[src/rtl/drowsy_pkg.sv]
package drowsy_pkg;
  // Strobes from control to datapath, one set per accepted request
  typedef struct packed {
    logic accept;
    logic write;
    logic penalty;
  } dpStrobe_t;
endpackage

[src/rtl/drowsy_line_mon.sv]
module drowsy_line_mon #(
  parameter int IDLE_LIMIT = 64
) (
  input  logic clk,
  input  logic rstN,
  input  logic accessHit,
  input  logic wakeHit,
  input  logic busy,
  input  logic sleepAll,
  input  logic keepAwake,
  output logic asleep,
  output logic activeFlag
);
  localparam int CNT_W = (IDLE_LIMIT > 2) ? $clog2(IDLE_LIMIT) : 1;
  localparam logic [CNT_W-1:0] LIMIT_M1 = CNT_W'(IDLE_LIMIT - 1);

  logic [CNT_W-1:0] idleCnt;

  always_ff @(posedge clk) begin
    if (!rstN) begin
      asleep     <= 1'b0;
      activeFlag <= 1'b0;
      idleCnt    <= '0;
    end else if (wakeHit) begin
      asleep     <= 1'b0;
      activeFlag <= 1'b1;
      idleCnt    <= '0;
    end else if (accessHit) begin
      activeFlag <= 1'b1;
      idleCnt    <= '0;
    end else if (activeFlag) begin
      activeFlag <= 1'b0;
      idleCnt    <= '0;
    end else if (asleep) begin
      idleCnt    <= idleCnt;
    end else if (keepAwake) begin
      idleCnt    <= '0;
    end else if (sleepAll && !busy) begin
      asleep     <= 1'b1;
    end else if (idleCnt == LIMIT_M1) begin
      asleep     <= 1'b1;
    end else begin
      idleCnt    <= idleCnt + 1'b1;
    end
  end
endmodule

[src/rtl/drowsy_ctrl.sv]
module drowsy_ctrl
  import drowsy_pkg::*;
#(
  parameter int NUM_LINES = 8,
  parameter int WAKE_LAT  = 2,
  localparam int IDX_W    = (NUM_LINES > 1) ? $clog2(NUM_LINES) : 1
) (
  input  logic                 clk,
  input  logic                 rstN,
  input  logic                 reqValid,
  input  logic [IDX_W-1:0]     reqLine,
  input  logic                 reqWrite,
  input  logic [NUM_LINES-1:0] lineAsleep,
  output logic                 reqReady,
  output dpStrobe_t            strobe,
  output logic [NUM_LINES-1:0] acceptVec,
  output logic [NUM_LINES-1:0] wakeVec,
  output logic [NUM_LINES-1:0] busyVec
);
  localparam int WCNT_W = (WAKE_LAT > 1) ? $clog2(WAKE_LAT) : 1;

  typedef enum logic {ST_SERVE, ST_WAKE} ctrlState_t;

  ctrlState_t       state;
  logic [WCNT_W-1:0] wakeCnt;
  logic [IDX_W-1:0]  wakeIdx;
  logic              penaltyPend;
  logic              hitsSleeper;
  logic              accept;
  logic              wakeDone;

  assign hitsSleeper = reqValid && lineAsleep[reqLine];
  assign reqReady    = (state == ST_SERVE) && !hitsSleeper;
  assign accept      = reqValid && reqReady;
  assign wakeDone    = (state == ST_WAKE) && (wakeCnt == '0);

  always_ff @(posedge clk) begin
    if (!rstN) begin
      state       <= ST_SERVE;
      wakeCnt     <= '0;
      wakeIdx     <= '0;
      penaltyPend <= 1'b0;
    end else begin
      case (state)
        ST_SERVE: begin
          if (accept) penaltyPend <= 1'b0;
          if (hitsSleeper) begin
            state   <= ST_WAKE;
            wakeCnt <= WCNT_W'(WAKE_LAT - 1);
            wakeIdx <= reqLine;
          end
        end
        default: begin
          if (wakeDone) begin
            state       <= ST_SERVE;
            penaltyPend <= 1'b1;
          end else begin
            wakeCnt <= wakeCnt - 1'b1;
          end
        end
      endcase
    end
  end

  always_comb begin
    strobe.accept  = accept;
    strobe.write   = reqWrite;
    strobe.penalty = penaltyPend;
  end

  for (genvar i = 0; i < NUM_LINES; i++) begin : g_dec
    assign acceptVec[i] = accept && (reqLine == IDX_W'(i));
    assign wakeVec[i]   = wakeDone && (wakeIdx == IDX_W'(i));
    assign busyVec[i]   = (reqValid && (reqLine == IDX_W'(i))) ||
                          ((state == ST_WAKE) && (wakeIdx == IDX_W'(i)));
  end
endmodule

[src/rtl/drowsy_datapath.sv]
module drowsy_datapath
  import drowsy_pkg::*;
#(
  parameter int NUM_LINES = 8,
  parameter int DATA_W    = 32,
  localparam int IDX_W    = (NUM_LINES > 1) ? $clog2(NUM_LINES) : 1
) (
  input  logic                 clk,
  input  logic                 rstN,
  input  dpStrobe_t            strobe,
  input  logic [IDX_W-1:0]     reqLine,
  input  logic [DATA_W-1:0]    reqWdata,
  input  logic [NUM_LINES-1:0] lineAsleep,
  output logic                 rspValid,
  output logic [DATA_W-1:0]    rspData,
  output logic                 rspWakePenalty
);
  logic [DATA_W-1:0] lineMem [NUM_LINES];
  logic [DATA_W-1:0] readWord;

  // A sleeping line cannot be sensed: its output is forced low
  assign readWord = lineAsleep[reqLine] ? '0 : lineMem[reqLine];

  always_ff @(posedge clk) begin
    if (strobe.accept && strobe.write) lineMem[reqLine] <= reqWdata;
  end

  always_ff @(posedge clk) begin
    if (!rstN) begin
      rspValid       <= 1'b0;
      rspData        <= '0;
      rspWakePenalty <= 1'b0;
    end else begin
      rspValid       <= strobe.accept;
      rspWakePenalty <= strobe.accept && strobe.penalty;
      if (strobe.accept) rspData <= strobe.write ? reqWdata : readWord;
    end
  end
endmodule

[src/rtl/drowsy_cache_ctrl.sv]
module drowsy_cache_ctrl
  import drowsy_pkg::*;
#(
  parameter int NUM_LINES  = 8,
  parameter int DATA_W     = 32,
  parameter int IDLE_LIMIT = 64,
  parameter int WAKE_LAT   = 2,
  localparam int IDX_W     = (NUM_LINES > 1) ? $clog2(NUM_LINES) : 1,
  localparam int CNT_W     = $clog2(NUM_LINES + 1)
) (
  input  logic              clk,
  input  logic              rstN,
  input  logic              reqValid,
  output logic              reqReady,
  input  logic [IDX_W-1:0]  reqLine,
  input  logic              reqWrite,
  input  logic [DATA_W-1:0] reqWdata,
  output logic              rspValid,
  output logic [DATA_W-1:0] rspData,
  output logic              rspWakePenalty,
  input  logic              sleepAll,
  input  logic              keepAwake,
  output logic [CNT_W-1:0]  asleepCount
);
  dpStrobe_t            strobe;
  logic [NUM_LINES-1:0] asleepVec;
  logic [NUM_LINES-1:0] flagVec;
  logic [NUM_LINES-1:0] acceptVec;
  logic [NUM_LINES-1:0] wakeVec;
  logic [NUM_LINES-1:0] busyVec;

  drowsy_ctrl #(.NUM_LINES(NUM_LINES), .WAKE_LAT(WAKE_LAT)) ctrl_i (
    .clk(clk), .rstN(rstN), .reqValid(reqValid), .reqLine(reqLine),
    .reqWrite(reqWrite), .lineAsleep(asleepVec), .reqReady(reqReady),
    .strobe(strobe), .acceptVec(acceptVec), .wakeVec(wakeVec), .busyVec(busyVec)
  );

  for (genvar i = 0; i < NUM_LINES; i++) begin : g_line
    drowsy_line_mon #(.IDLE_LIMIT(IDLE_LIMIT)) mon_i (
      .clk(clk), .rstN(rstN), .accessHit(acceptVec[i]), .wakeHit(wakeVec[i]),
      .busy(busyVec[i]), .sleepAll(sleepAll), .keepAwake(keepAwake),
      .asleep(asleepVec[i]), .activeFlag(flagVec[i])
    );
  end

  drowsy_datapath #(.NUM_LINES(NUM_LINES), .DATA_W(DATA_W)) dp_i (
    .clk(clk), .rstN(rstN), .strobe(strobe), .reqLine(reqLine),
    .reqWdata(reqWdata), .lineAsleep(asleepVec), .rspValid(rspValid),
    .rspData(rspData), .rspWakePenalty(rspWakePenalty)
  );

  always_comb begin
    asleepCount = '0;
    for (int i = 0; i < NUM_LINES; i++) asleepCount = asleepCount + CNT_W'(asleepVec[i]);
  end
endmodule

[config.mk]
export PLATFORM = sky130hd
export DESIGN_NAME = drowsy_cache_ctrl
export DESIGN_NICKNAME = d
export VERILOG_FILES = /design/src/rtl/drowsy_pkg.sv /design/src/rtl/drowsy_line_mon.sv /design/src/rtl/drowsy_ctrl.sv /design/src/rtl/drowsy_datapath.sv /design/src/rtl/drowsy_cache_ctrl.sv
export SDC_FILE = /design/constraint.sdc
export NUM_CORES = 1
export LEC_CHECK = 0
export BUFFER_PORTS_ARGS = -buffer_cell sky130_fd_sc_hd__buf_2
export CORE_ASPECT_RATIO = 0.8
export CORE_MARGIN = 1.5
export CORE_UTILIZATION = 30
export CTS_CLUSTER_DIAMETER = 200
export CTS_CLUSTER_SIZE = 25
export DETAILED_ROUTE_END_ITERATION = 10
export PLACE_DENSITY_LB_ADDON = 0.3
export SYNTH_ARGS = -nofsm -noshare
export SYNTH_HDL_FRONTEND = slang
export SYNTH_SLANG_ARGS = --single-unit
[constraint.sdc]
create_clock -name clk -period 5.6 [get_ports clk]
set_input_delay 1.12 -clock clk [delete_from_list [all_inputs] [get_ports clk]]
set_output_delay 1.12 -clock clk [all_outputs]
set_load 0.01 [all_outputs]
==> results of run 1 <==
[state kept, by name (all words and copies together), names as in the netlist]
| register | cells |
|---|---|
| dp_i.rspData | 32 |
| g_line.mon_i.activeFlag | 8 |
| ctrl_i.wakeIdx | 3 |
| dp_i.rspWakePenalty | 1 |
| g_line.mon_i.asleep | 8 |
| ctrl_i.penaltyPend | 1 |
| g_line.mon_i.idleCnt | 48 |
| dp_i.rspValid | 1 |
| dp_i.lineMem | 256 |
| ctrl_i.wakeCnt | 1 |
| ctrl_i.state | 1 |
[layout make-up]
| cell class | instances | area, um^2 |
|---|---|---|
| clock inverters | 2 | 32.53 |
| well taps | 675 | 844.6 |
| clock buffers | 30 | 495.5 |
| repair buffers | 96 | 541.8 |
| multi-input cells | 692 | 5021 |
| inverters | 22 | 82.58 |
| fillers | 4842 | 32990 |
| flip-flops and latches | 360 | 9769 |
| diodes | 2 | 5.005 |
[synth_stat cells (all sizes together) (10+ instances only)]
master	number	area, um^2
nor3	18	90.09
xnor2	11	96.34
nor2b	38	237.7
mux2i	38	380.4
nor2	103	394.1
buf	38	234.0
inv	22	82.58
nand2	27	101.4
and3	12	75.07
o22ai	33	206.5
nand3	15	75.07
edfxtp	256	7687
a211oi	72	545.5
xor2	16	140.1
dfxtp	104	2082
o21ai	11	55.05
nand4	12	75.07
ha	11	137.6
a31oi	12	75.07
mux2	65	732.0
a2111oi	32	280.3
and2	10	62.56
a21oi	58	290.3
clkbuf	33	125.1
[worst register-to-register path, delay by kind of cell, from the launching register on]
family | cells | cell delay (ns)
AND/OR/NAND/NOR | 4 | 1.30
multiplexers | 1 | 0.48
flip-flops | 1 | 0.41
buffers and inverters | 1 | 0.37
[stage by stage]
| step | utilization, % | area (um^2) | setup WS, ns |
|---|---|---|---|
| 2_1_floorplan | - | 15180 | 0.7011 |
| 3_3_place_gp | 32.66 | 16260 | 1.348 |
| 3_5_place_dp | 32.66 | 16260 | 1.267 |
| 4_1_cts | 33.72 | 16790 | 0.7920 |
| 5_1_grt | 33.72 | 16790 | 0.5980 |
| 6_report | 33.73 | 16790 | 0.8144 |
[power groups by stage]
stage          clock, mW  sequential (mW)  combinational (mW)
2_1_floorplan          0             3.02               0.333
3_3_place_gp           0             3.02               0.513
3_5_place_dp           0             3.03               0.518
4_1_cts             1.51             2.96               0.522
5_1_grt             1.60             2.97               0.573
6_report            1.46             2.96               0.514
[routing by layer]
metal | share of wire [%] | GRT usage, % | vias up
li1 | - | - | 4487
met1 | 50 | 20.06 | 4580
met2 | 44 | 20.39 | 170
met3 | 4.6 | 2.165 | 35
met4 | 1.4 | 2.423 | 4
met5 | 0.063 | 0 | -
[placed cells by master (no fill, tap or decap), drive strengths merged, types with 3 or more instances in the layout]
| master | instances |
|---|---|
| a21oi | 58 |
| o211ai | 4 |
| nor3 | 18 |
| o22ai | 33 |
| nor4b | 3 |
| nor2b | 38 |
| and2 | 10 |
| nor2 | 103 |
| a211o | 4 |
| a221oi | 4 |
| or4 | 4 |
| or3b | 4 |
| o21ai | 11 |
| xor2 | 16 |
| nor4 | 3 |
| a31oi | 12 |
| a211oi | 72 |
| fa | 4 |
| o21a | 5 |
| inv | 23 |
| or3 | 4 |
| nand4 | 12 |
| clkbuf | 30 |
| o31ai | 4 |
| dfxtp | 104 |
| mux2 | 65 |
| a2111oi | 32 |
| nand3 | 15 |
| nor3b | 5 |
| and3 | 12 |
| ha | 11 |
| edfxtp | 256 |
| a311oi | 3 |
| buf | 96 |
| mux2i | 38 |
| nand4b | 4 |
| xnor2 | 11 |
| nand2 | 27 |
| nand2b | 7 |
[worst min-delay path by stage]
stage	from	end	slack [ns]	cells after the start
6_report	ctrl_i.penaltyPend	ctrl_i.penaltyPend	0.48	2
5_1_grt	ctrl_i.penaltyPend	ctrl_i.penaltyPend	0.49	2
4_1_cts	ctrl_i.penaltyPend	ctrl_i.penaltyPend	0.48	2
3_5_place_dp	ctrl_i.penaltyPend	ctrl_i.penaltyPend	0.46	2
3_3_place_gp	ctrl_i.penaltyPend	ctrl_i.penaltyPend	0.46	2
2_1_floorplan	ctrl_i.penaltyPend	ctrl_i.penaltyPend	0.42	2
[kinds of logic after synthesis]
logic type      after synthesis  share of synthesized area, %
compound gates              262                         12.19
xor+xnor                     27                         1.558
fa+ha+maj                    15                         1.434
buf+inv                      93                         2.910
flops                       360                         64.36
mux                         104                         7.477
simple gates                284                         10.07
==> impl_results.md, run 1 <==
- Outcome: finished, final reports clean
- Number of nets in the final layout: around 1200
- Maximum fanout encountered on the critical timing path: 14
- Final setup violation count: 0
- Number of max-slew violations in the final report: 0
- Class of the worst hold path: reg2reg
- First-pass iteration count of the detailed router: 5
- Number of enable flip-flop cells after synthesis: roughly 260
- I/O pins: 80
- Worst Hold Margin: about 0.48 ns
- Kind of end point of the critical path: output pin
- Skew final: 0.03786 ns
- Required @ worst endpoint: ~4.5 ns
- Post-synth net total: 1201
- Unrepaired setup endpoints after global routing: false
- Synthesis Warnings: 0
- Seq/Total Area, Yosys: around 64%
- Die outline height: between 200 and 250 um
- Overall global routing resource usage: 13.38%
- TNS Setup: 0 ns
- RePlAce Congestion: 0.7352
- Global-route wire length before repair: 54.32 mm
- Total wire length after detailed routing: 34.83 mm
- Register-to-Register Setup Slack: around 2.7 ns
- Crit path from: g_line[3].mon_i.asleep
- Crit path capture: asleepCount[1]
- Share of synthesized flip-flops with an asynchronous set or reset: 0%
- Mean routed wirelength per cell: roughly 19 um
- Initial standard-cell utilization of the core: about 30%
- Count of instances resized after the clock tree is built: 0
- Source-to-sink clock delay at the later pin of the worst-skew pair: about 0.54 ns
- Hold bufs inserted after CTS: 0
- Synth unique cells: a little under 80
- Cell area after synthesis: roughly 15000 um^2
- Comb pwr share: a little over a tenth
- Register share of total power: between 60% and 70%
- Floorplan die area: 51960 um^2
- Grt total ovfl: 0
- P_int: around 3.7 mW
- Deepest clock path buffer count: 3
- Worst path bufs/invs: 5
- Via count of the first global-routing pass: 9087
- Post-DRT Antenna Nets: 0
- Dominant synthesized flop cell: sky130_fd_sc_hd__edfxtp_1
- Horizontal die dimension: about 250 um
- Number of register bits inferred by synthesis: 360
- Achievable clock frequency: about 210 MHz
- P per Cell Area: between 200 and 300 nW/um^2
- Critical path class: reg2out
- Fraction of layout cells with a size suffix above 1: 17.22%
- Clock slew at the register clock pins of the worst setup and hold paths: approximately 0.10 ns
- Core Footprint: roughly 50000 um^2
- R2r endpoint: dp_i.lineMem[4][18]
- Switching part of the total: 24.48%
- Ordered list of cells on the worst path: fa_1 > inv_1 > fa_1 > fa_1 > inv_1 > ha_1 > inv_1 > fa_1 > inv_1 > buf_2
- Instance count of the mapped netlist: around 1100
- Post-layout min period: approximately 4.8 ns
- Total power: 4.938 mW
- Net Sw Power: about 1.2 mW
- Number of hold-slack violations in the final timing report: 0
- Via count: ~9300
- Largest net degree at the start of global routing: a little under 100
- Cts bufs inserted: 18
- Count of cell instances traversed by the critical path: 10
- Maximum resistive drop on vdd: 154.8 uV
- TritonCTS clock tree: yes
- Cell leakage power: roughly 5.5 nW
- Buffers on Ports: 79
- DRC violation count after routing: 0
- Arrival time reported for the critical path endpoint: 3.67 ns
- Share of power burned in the clock network: just under 30%
- Fin cells: roughly 1900
- Element type at the critical path start: flop
- H-tree levels: 1
- Relative max-transition margin: between 20% and 30%
- Final worst path period share: 85.46%
- Startpoint of the most critical register-to-register path: g_line[4].mon_i.asleep
- Post-CTS Setup Bufs: 0
- Root Driver: sky130_fd_sc_hd__clkbuf_16
- Area Growth Syn to Fin: 10.63%
- Final HPWL from detailed placement: 21.39 mm
- Mean Syn Cell Area: approximately 13 um^2
- Clock sink count: 360
- Total instance count after detailed placement: ~1800
- Initial antenna violation count: 4
- Total of max-cap violations: 0
- Worst Reg2Reg Path Length in Cells: 6
- Row cnt: 73
- Slew at the pin with the worst max-slew slack: 1.121 ns
- DR iter-0 viols: 660
- Via density per instance: 4.937
- Cell family with the largest share of critical-path delay: adder cells
- Max incr delay on CP: 0.61 ns
- Slowest cell on the critical path: sky130_fd_sc_hd__dfxtp_1
Power figures use the tool's default switching activity.
==> run 2: changes to the inputs <==
clock period = 4.1 ns   (was 5.6 ns; I/O delays follow)
==> run 2 against run 1 <==
Compared with the run above:
- the flow now finishes with violations (negative setup slack)
- non-clock buffer count grew 11
- core utilization rose by 0.36 points
- critical path depth is the same
- cell area is 1.1% higher
- combinational power rose by 39%
- clock power rose by 40%
- routed wire length increased by 2.9%
- clock skew decreased by 0.0071 ns
- total power rose by 38%
- clock-buffer cell count increased by 1
- critical endpoint unchanged
- largest power group unchanged
- highest routed layer unchanged
==> impl_results.md, run 2 (synthesis results as in run 1) <==
- Outcome: complete, but fails checks
- Failing checks: negative setup slack
- Number of nets in the final layout: 1257 (+0.88%)
- Floorplan die area: 51960 um^2 (unchanged)
- Horizontal die dimension: 254.5 um (unchanged)
- Post-DRT Antenna Nets: 0 (unchanged)
- Initial antenna violation count: 5 (+1)
- Largest registers in the final layout: dp_i.lineMem: 256 flops, g_line.mon_i.idleCnt: 48 flops, dp_i.rspData: 32 flops
- R2r endpoint: dp_i.lineMem[0][0]
- Worst Reg2Reg Path Length in Cells: 6 (unchanged)
- Cell Area, Placed: 16410 um^2 (+0.92%)
- Comb pwr share: 10.5% (about the same)
- P_int: 5.136 mW (+38%)
- Area Growth Syn to Fin: 11.80%
- Grt total ovfl: 0 (unchanged)
- Net Sw Power: 1.667 mW (+38%)
- Slowest cell on the critical path: sky130_fd_sc_hd__fa_1
- Relative max-transition margin: 29.33% (+4.0 points)
- TritonCTS clock tree: yes
- Most frequent standard cell in the layout excluding fill and tap cells: sky130_fd_sc_hd__edfxtp_1
- Share of power burned in the clock network: 30.0% (+0.4 points)
- Ordered list of cells on the worst path: fa_1 > inv_1 > fa_1 > fa_1 > inv_1 > ha_2 > inv_2 > fa_2 > inv_1 > buf_2
- Clock sink count: 360 (unchanged)
- Final setup margin: -0.1356 ns (-0.9500 ns)
- Crit path from: g_line[1].mon_i.asleep
- End point of the most critical hold path: ctrl_i.penaltyPend
- Post-layout min period: ~4.2 ns
- Via density per instance: 5.024 (+1.8%)
- Overall global routing resource usage: 13.64% (+0.26 points)
- Row cnt: 73 (unchanged)
- Final setup violation count: 2 (+2)
- Cts bufs inserted: 18 (unchanged)
- Die outline height: 204.2 um (unchanged)
- Max incr delay on CP: 0.58 ns (-0.03 ns)
- Source-to-sink clock delay at the later pin of the worst-skew pair: 0.53 ns (about the same)
- Register share of total power: 59.5% (-0.5 points)
- Register-to-Register Setup Slack: 1.53 ns (-1.16 ns)
- Flip-flop count of the largest register after layout: 256 (unchanged)
- Commonest cells after routing, fill and taps aside: sky130_fd_sc_hd__edfxtp_1 (256), sky130_fd_sc_hd__dfxtp_1 (101), sky130_fd_sc_hd__nor2_1 (97)
- Startpoint of the worst hold path: ctrl_i.penaltyPend
- Unrepaired setup endpoints after global routing: true
- Number of hold-slack violations in the final timing report: 0 (unchanged)
- Final worst path period share: 103.3%
- Cell leakage power: 5.599 nW (+1.4%)
- Global-route wire length before repair: 54.96 mm (+1.2%)
- Class of the worst hold path: reg2reg
- Element type at the critical path start: flop
- Hold path cells: 2 (unchanged)
- DRC violation count after routing: 0 (unchanged)
- Switching part of the total: 24.51% (about the same)
- Maximum fanout encountered on the critical timing path: 2 (-12)
- Achievable clock frequency: 236.1 MHz
- Initial standard-cell utilization of the core: 30.49% (unchanged)
- H-tree levels: 1 (unchanged)
- Critical path class: reg2out
- Buffers on Ports: 79 (unchanged)
- Deepest clock path buffer count: 3 (unchanged)
- Number of filler instances in the final layout: 4857 (+0.31%)
- Clock slew at the register clock pins of the worst setup and hold paths: 0.10 ns (about the same)
- Mean routed wirelength per cell: 18.96 um (+2.3%)
- Via count of the first global-routing pass: 9125 (+0.42%)
- Register with the highest flop count: dp_i.lineMem
- Arrival time reported for the critical path endpoint: 3.42 ns (-0.25 ns)
- Final core occ: 34.09% (+0.36 points)
- Final HPWL from detailed placement: 21.27 mm (-0.56%)
- Root Driver: sky130_fd_sc_hd__clkbuf_16
- Startpoint of the most critical register-to-register path: g_line[4].mon_i.asleep
- Total of max-cap violations: 0 (unchanged)
- Required @ worst endpoint: 3.28 ns (-1.20 ns)
- Slew at the pin with the worst max-slew slack: 1.060 ns (-0.06069 ns)
- First-pass iteration count of the detailed router: 5 (unchanged)
- Kind of end point of the critical path: output pin
- Via count: 9495 (+2.4%)
- Maximum resistive drop on vdd: 224.4 uV (+45%)
- I/O pins: 80 (unchanged)
- P per Cell Area: 400.9 nW/um^2 (+36%)
- Post-layout instance area: 16970 um^2 (+1.1%)
- Total wire length after detailed routing: 35.83 mm (+2.9%)
- Core Footprint: 49780 um^2 (unchanged)
- Fraction of layout cells with a size suffix above 1: 18.47% (+1.2 points)
- Number of max-slew violations in the final report: 0 (unchanged)
- DR iter-0 viols: 690 (+4.5%)
- Skew final: 0.03076 ns (-0.007102 ns)
- Largest net degree at the start of global routing: 174 (+79%)
- RePlAce Congestion: 0.7667 (+4.3%)
run 2: critical path, delay by kind of cell, from the launching register on:
family / cells / cell delay (ns)
flip-flops: 1 / 0.36
buffers and inverters: 5 / 0.33
adder cells (fa/ha/maj): 5 / 2.20
run 2: per-layer routing:
layer	share of wire [%]	track usage [%]	wire length (um)
met2	44	21.10	15880
met1	50	20.26	17940
met3	4.3	2.305	1557
met4	1.2	2.105	417
met5	0.098	0	35
run 2: area by class of cell:
class                           instances  area, um^2  share of cell area [%]
Multi-Input combinational cell        692        5039                   29.69
Inverter                               22       82.58                  0.4866
Timing Repair Buffer                  107       686.9                   4.048
Clock buffer                           31       520.5                   3.067
Tap cell                              675       844.6                   4.977
Clock inverter                          1       16.27                 0.09585
Antenna cell                            2       5.005                 0.02949
Sequential cell                       360        9776                   57.61
run 2: worst max-delay path by stage:
stage	slack (ns)	endpoint	depth (start not counted)
floorplan	0.36	dp_i.lineMem[1][0]	6
global route	-0.31	asleepCount[1]	10
finish	-0.14	asleepCount[1]	10
global placement	0.27	asleepCount[1]	10
CTS	-0.21	asleepCount[1]	10
detailed placement	0.27	asleepCount[2]	10
run 2: timing repair:
item                                    4_1_cts  5_1_grt
endpoints found under the setup margin        3        2
hold buffers                                  0        0
buffers inserted                              1        0
resized for setup                             7        0
pin swaps                                     4        3
run 2: stage by stage:
stage | total power [mW] | instances | TNS (ns) | worst slack (ns) | hold slack [ns]
after global routing | 7.103 | 1888 | -0.5854 | -0.3106 | 0.4821
after floorplan | 4.581 | 1145 | 0 | 0.3609 | 0.4240
after global placement | 4.835 | 1855 | 0 | 0.2716 | 0.4441
after detailed placement | 4.846 | 1855 | 0 | 0.2703 | 0.4436
after CTS | 6.893 | 1888 | -0.3914 | -0.2103 | 0.4581
final | 6.804 | 1890 | -0.2121 | -0.1356 | 0.4573
run 2: power by group through the flow:
stage	sequential, mW	clock, mW	combinational [mW]
final	4.05	2.04	0.716
after floorplan	4.13	0	0.456
after detailed placement	4.13	0	0.714
after global routing	4.06	2.24	0.801
after global placement	4.13	0	0.705
after CTS	4.05	2.12	0.722
==> run 3: changes to the inputs <==
==> constraint.sdc (replaced) <==
create_clock -name clk -period 4.1 [get_ports clk]
set_input_delay 0.205 -clock clk [delete_from_list [all_inputs] [get_ports clk]]
set_output_delay 0.205 -clock clk [all_outputs]
set_load 0.01 [all_outputs]
==> run 3 against run 2 <==
Compared with the run above:
- flip-flop and latch count did not move
- maximum frequency is 10% higher
- critical path depth is the same
- register-to-register slack about the same
- cell count rose by 1.1%
- the run now ends clean
- clock power fell by 3%
- non-clock buffer count increased by 24
==> impl_results.md, run 3 (synthesis results as in run 1) <==
- Outcome: finished, final reports clean
- Register share of total power: 59.9% (+0.4 points)
- Cell leakage power: 5.672 nW (+1.3%)
- Share of power burned in the clock network: 29.4% (-0.6 points)
- Arrival time reported for the critical path endpoint: 3.63 ns (+0.21 ns)
- Deepest clock path buffer count: 3 (unchanged)
- DRC violation count after routing: 0 (unchanged)
- Max incr delay on CP: 0.60 ns (+0.02 ns)
- Commonest cells after routing, fill and taps aside: sky130_fd_sc_hd__edfxtp_1 (256), sky130_fd_sc_hd__dfxtp_1 (104), sky130_fd_sc_hd__nor2_1 (97)
- H-tree levels: 1 (unchanged)
- Top layer in use: met5
- Overall global routing resource usage: 13.57% (-0.076 points)
- Clock slew at the register clock pins of the worst setup and hold paths: 0.10 ns (about the same)
- Wire length on met3: 1.420 mm (-8.8%)
- Initial standard-cell utilization of the core: 30.49% (unchanged)
- Fraction of layout cells with a size suffix above 1: 17.25% (-1.2 points)
- Slowest cell on the critical path: sky130_fd_sc_hd__dfxtp_1
- TritonCTS clock tree: yes
- Switching part of the total: 24.45% (-0.054 points)
- Achievable clock frequency: 260.7 MHz (+10%)
- Element type at the critical path start: flop
- Slew at the pin with the worst max-slew slack: 0.9834 ns (-0.07662 ns)
- Global-route wire length before repair: 55.21 mm (+0.45%)
- Root Driver: sky130_fd_sc_hd__clkbuf_16
- Most frequent standard cell in the layout excluding fill and tap cells: sky130_fd_sc_hd__edfxtp_1
- Antenna diodes: 0 (-2)
- Via count of the first global-routing pass: 9202 (+0.84%)
- Grt total ovfl: 0 (unchanged)
- Buffers on Ports: 79 (unchanged)
- Required @ worst endpoint: 3.89 ns (+0.61 ns)
- Count of instances resized after the clock tree is built: 0 (-7)
- Via count: 9425 (-0.74%)
- Source-to-sink clock delay at the later pin of the worst-skew pair: 0.53 ns (about the same)
- Number of max-slew violations in the final report: 0 (unchanged)
- Cts bufs inserted: 18 (unchanged)
- Relative max-transition margin: 34.44% (+5.1 points)
- Ordered list of cells on the worst path: fa_1 > inv_1 > fa_1 > fa_1 > inv_1 > ha_1 > inv_1 > fa_1 > inv_1 > buf_2
- Number of nets in the final layout: 1281 (+1.9%)
- Detailed-routed wire length on met2: 15.97 mm (+0.60%)
- Net Sw Power: 1.652 mW (-0.91%)
- Comb pwr share: 10.7% (+0.2 points)
- Mean routed wirelength per cell: 18.47 um (-2.6%)
- Worst Hold Margin: 0.01124 ns (-0.4461 ns)
- Initial antenna violation count: 3 (-2)
- Largest net degree at the start of global routing: 78 (-55%)
- Maximum resistive drop on vdd: 270.2 uV (+20%)
- Final worst path period share: 93.54% (-9.8 points)
- Wl on met1: 17.35 mm (-3.3%)
- Final setup violation count: 0 (-2)
- Unrepaired setup endpoints after global routing: false
- I/O pins: 80 (unchanged)
- Skew final: 0.01774 ns (-0.01302 ns)
- Area Growth Syn to Fin: 12.84%
- Number of hold-slack violations in the final timing report: 0 (unchanged)
- Class of the worst hold path: in2reg
- Register with the highest flop count: dp_i.lineMem
- Largest registers in the final layout: dp_i.lineMem: 256 flops, g_line.mon_i.idleCnt: 48 flops, dp_i.rspData: 32 flops
- Post-layout min period: 3.835 ns (-0.4003 ns)
- Total wire length after detailed routing: 35.27 mm (-1.5%)
- Clock sink count: 360 (unchanged)
- P per Cell Area: 394.5 nW/um^2 (-1.6%)
- Floorplan die area: 51960 um^2 (unchanged)
- Final HPWL from detailed placement: 20.95 mm (-1.5%)
- DR iter-0 viols: 674 (-2.3%)
- RePlAce Congestion: 0.7458 (-2.7%)
- Total of max-cap violations: 0 (unchanged)
- Post-DRT Antenna Nets: 0 (unchanged)
- P_int: 5.104 mW (-0.62%)
- Critical path class: reg2out
- Maximum fanout encountered on the critical timing path: 14 (+12)
- Die outline height: 204.2 um (unchanged)
- Row cnt: 73 (unchanged)
- Via density per instance: 4.935 (-1.8%)
- Kind of end point of the critical path: output pin
- TNS Setup: 0 ns (+0.2121 ns)
- Core Footprint: 49780 um^2 (unchanged)
- First-pass iteration count of the detailed router: 4 (-1)
- Horizontal die dimension: 254.5 um (unchanged)
- Flip-flop count of the largest register after layout: 256 (unchanged)
## run 3: cell types whose count changed in the layout (fill, tap and decap cells not counted), sizes merged
cell / previous run / this run
clkinv: 0 / 1
clkbuf: 31 / 28
dlygate4sd3: 0 / 29
buf: 107 / 102
diode: 2 / 0
## run 3: layout make-up
cell class / instances / area (um^2)
fill: 4864 / 32650
clock inverter: 2 / 32.53
multi-input combinational: 692 / 5021
tap: 675 / 844.6
sequential: 360 / 9769
clock buffer: 28 / 488.0
inverter: 22 / 82.58
timing repair buffer: 131 / 889.6
## run 3: per-stage QoR
step                setup WS, ns  cells  util, %  power [mW]  area (um^2)
finish                    0.2648   1910    34.41       6.757        17130
global route             0.07130   1910    34.41       7.039        17130
CTS                       0.2247   1910    34.41       6.837        17130
detailed placement        0.8086   1851    32.78       4.842        16320
global placement          0.8372   1851    32.78       4.832        16320
floorplan                 0.1161   1145        -       4.581        15180
## run 3: repair_timing
item,4_1_cts,5_1_grt
endpoints found under the hold margin,232,0
buffers inserted,0,0
hold buffers,29,0
## run 3: worst paths after layout
path,start,end,slack [ns],cells after the start
min,reqWdata[6],dp_i.lineMem[0][6],0.01,1
min reg2reg,ctrl_i.penaltyPend,ctrl_i.penaltyPend,0.47,2
max,g_line[3].mon_i.asleep,asleepCount[1],0.26,10
max reg2reg,g_line[6].mon_i.asleep,dp_i.lineMem[5][26],1.54,6
## run 3: power by group through the flow
stage | Combinational (mW) | Clock, mW | Sequential (mW)
floorplan | 0.455 | 0 | 4.13
finish | 0.725 | 1.98 | 4.05
global placement | 0.703 | 0 | 4.13
global route | 0.810 | 2.17 | 4.06
detailed placement | 0.711 | 0 | 4.13
CTS | 0.738 | 2.05 | 4.05
## run 3: critical path, delay by kind of cell, from the launching register on
family	cells	cell delay [ns]
flip-flops	1	0.60
adder cells (fa/ha/maj)	5	2.10
buffers and inverters	5	0.40
## run 3: metal layers
metal / track usage (%) / up-vias
met5: 0 / -
met4: 2.594 / 6
met3: 2.076 / 35
met2: 21.41 / 155
met1: 19.74 / 4668
li1: - / 4561
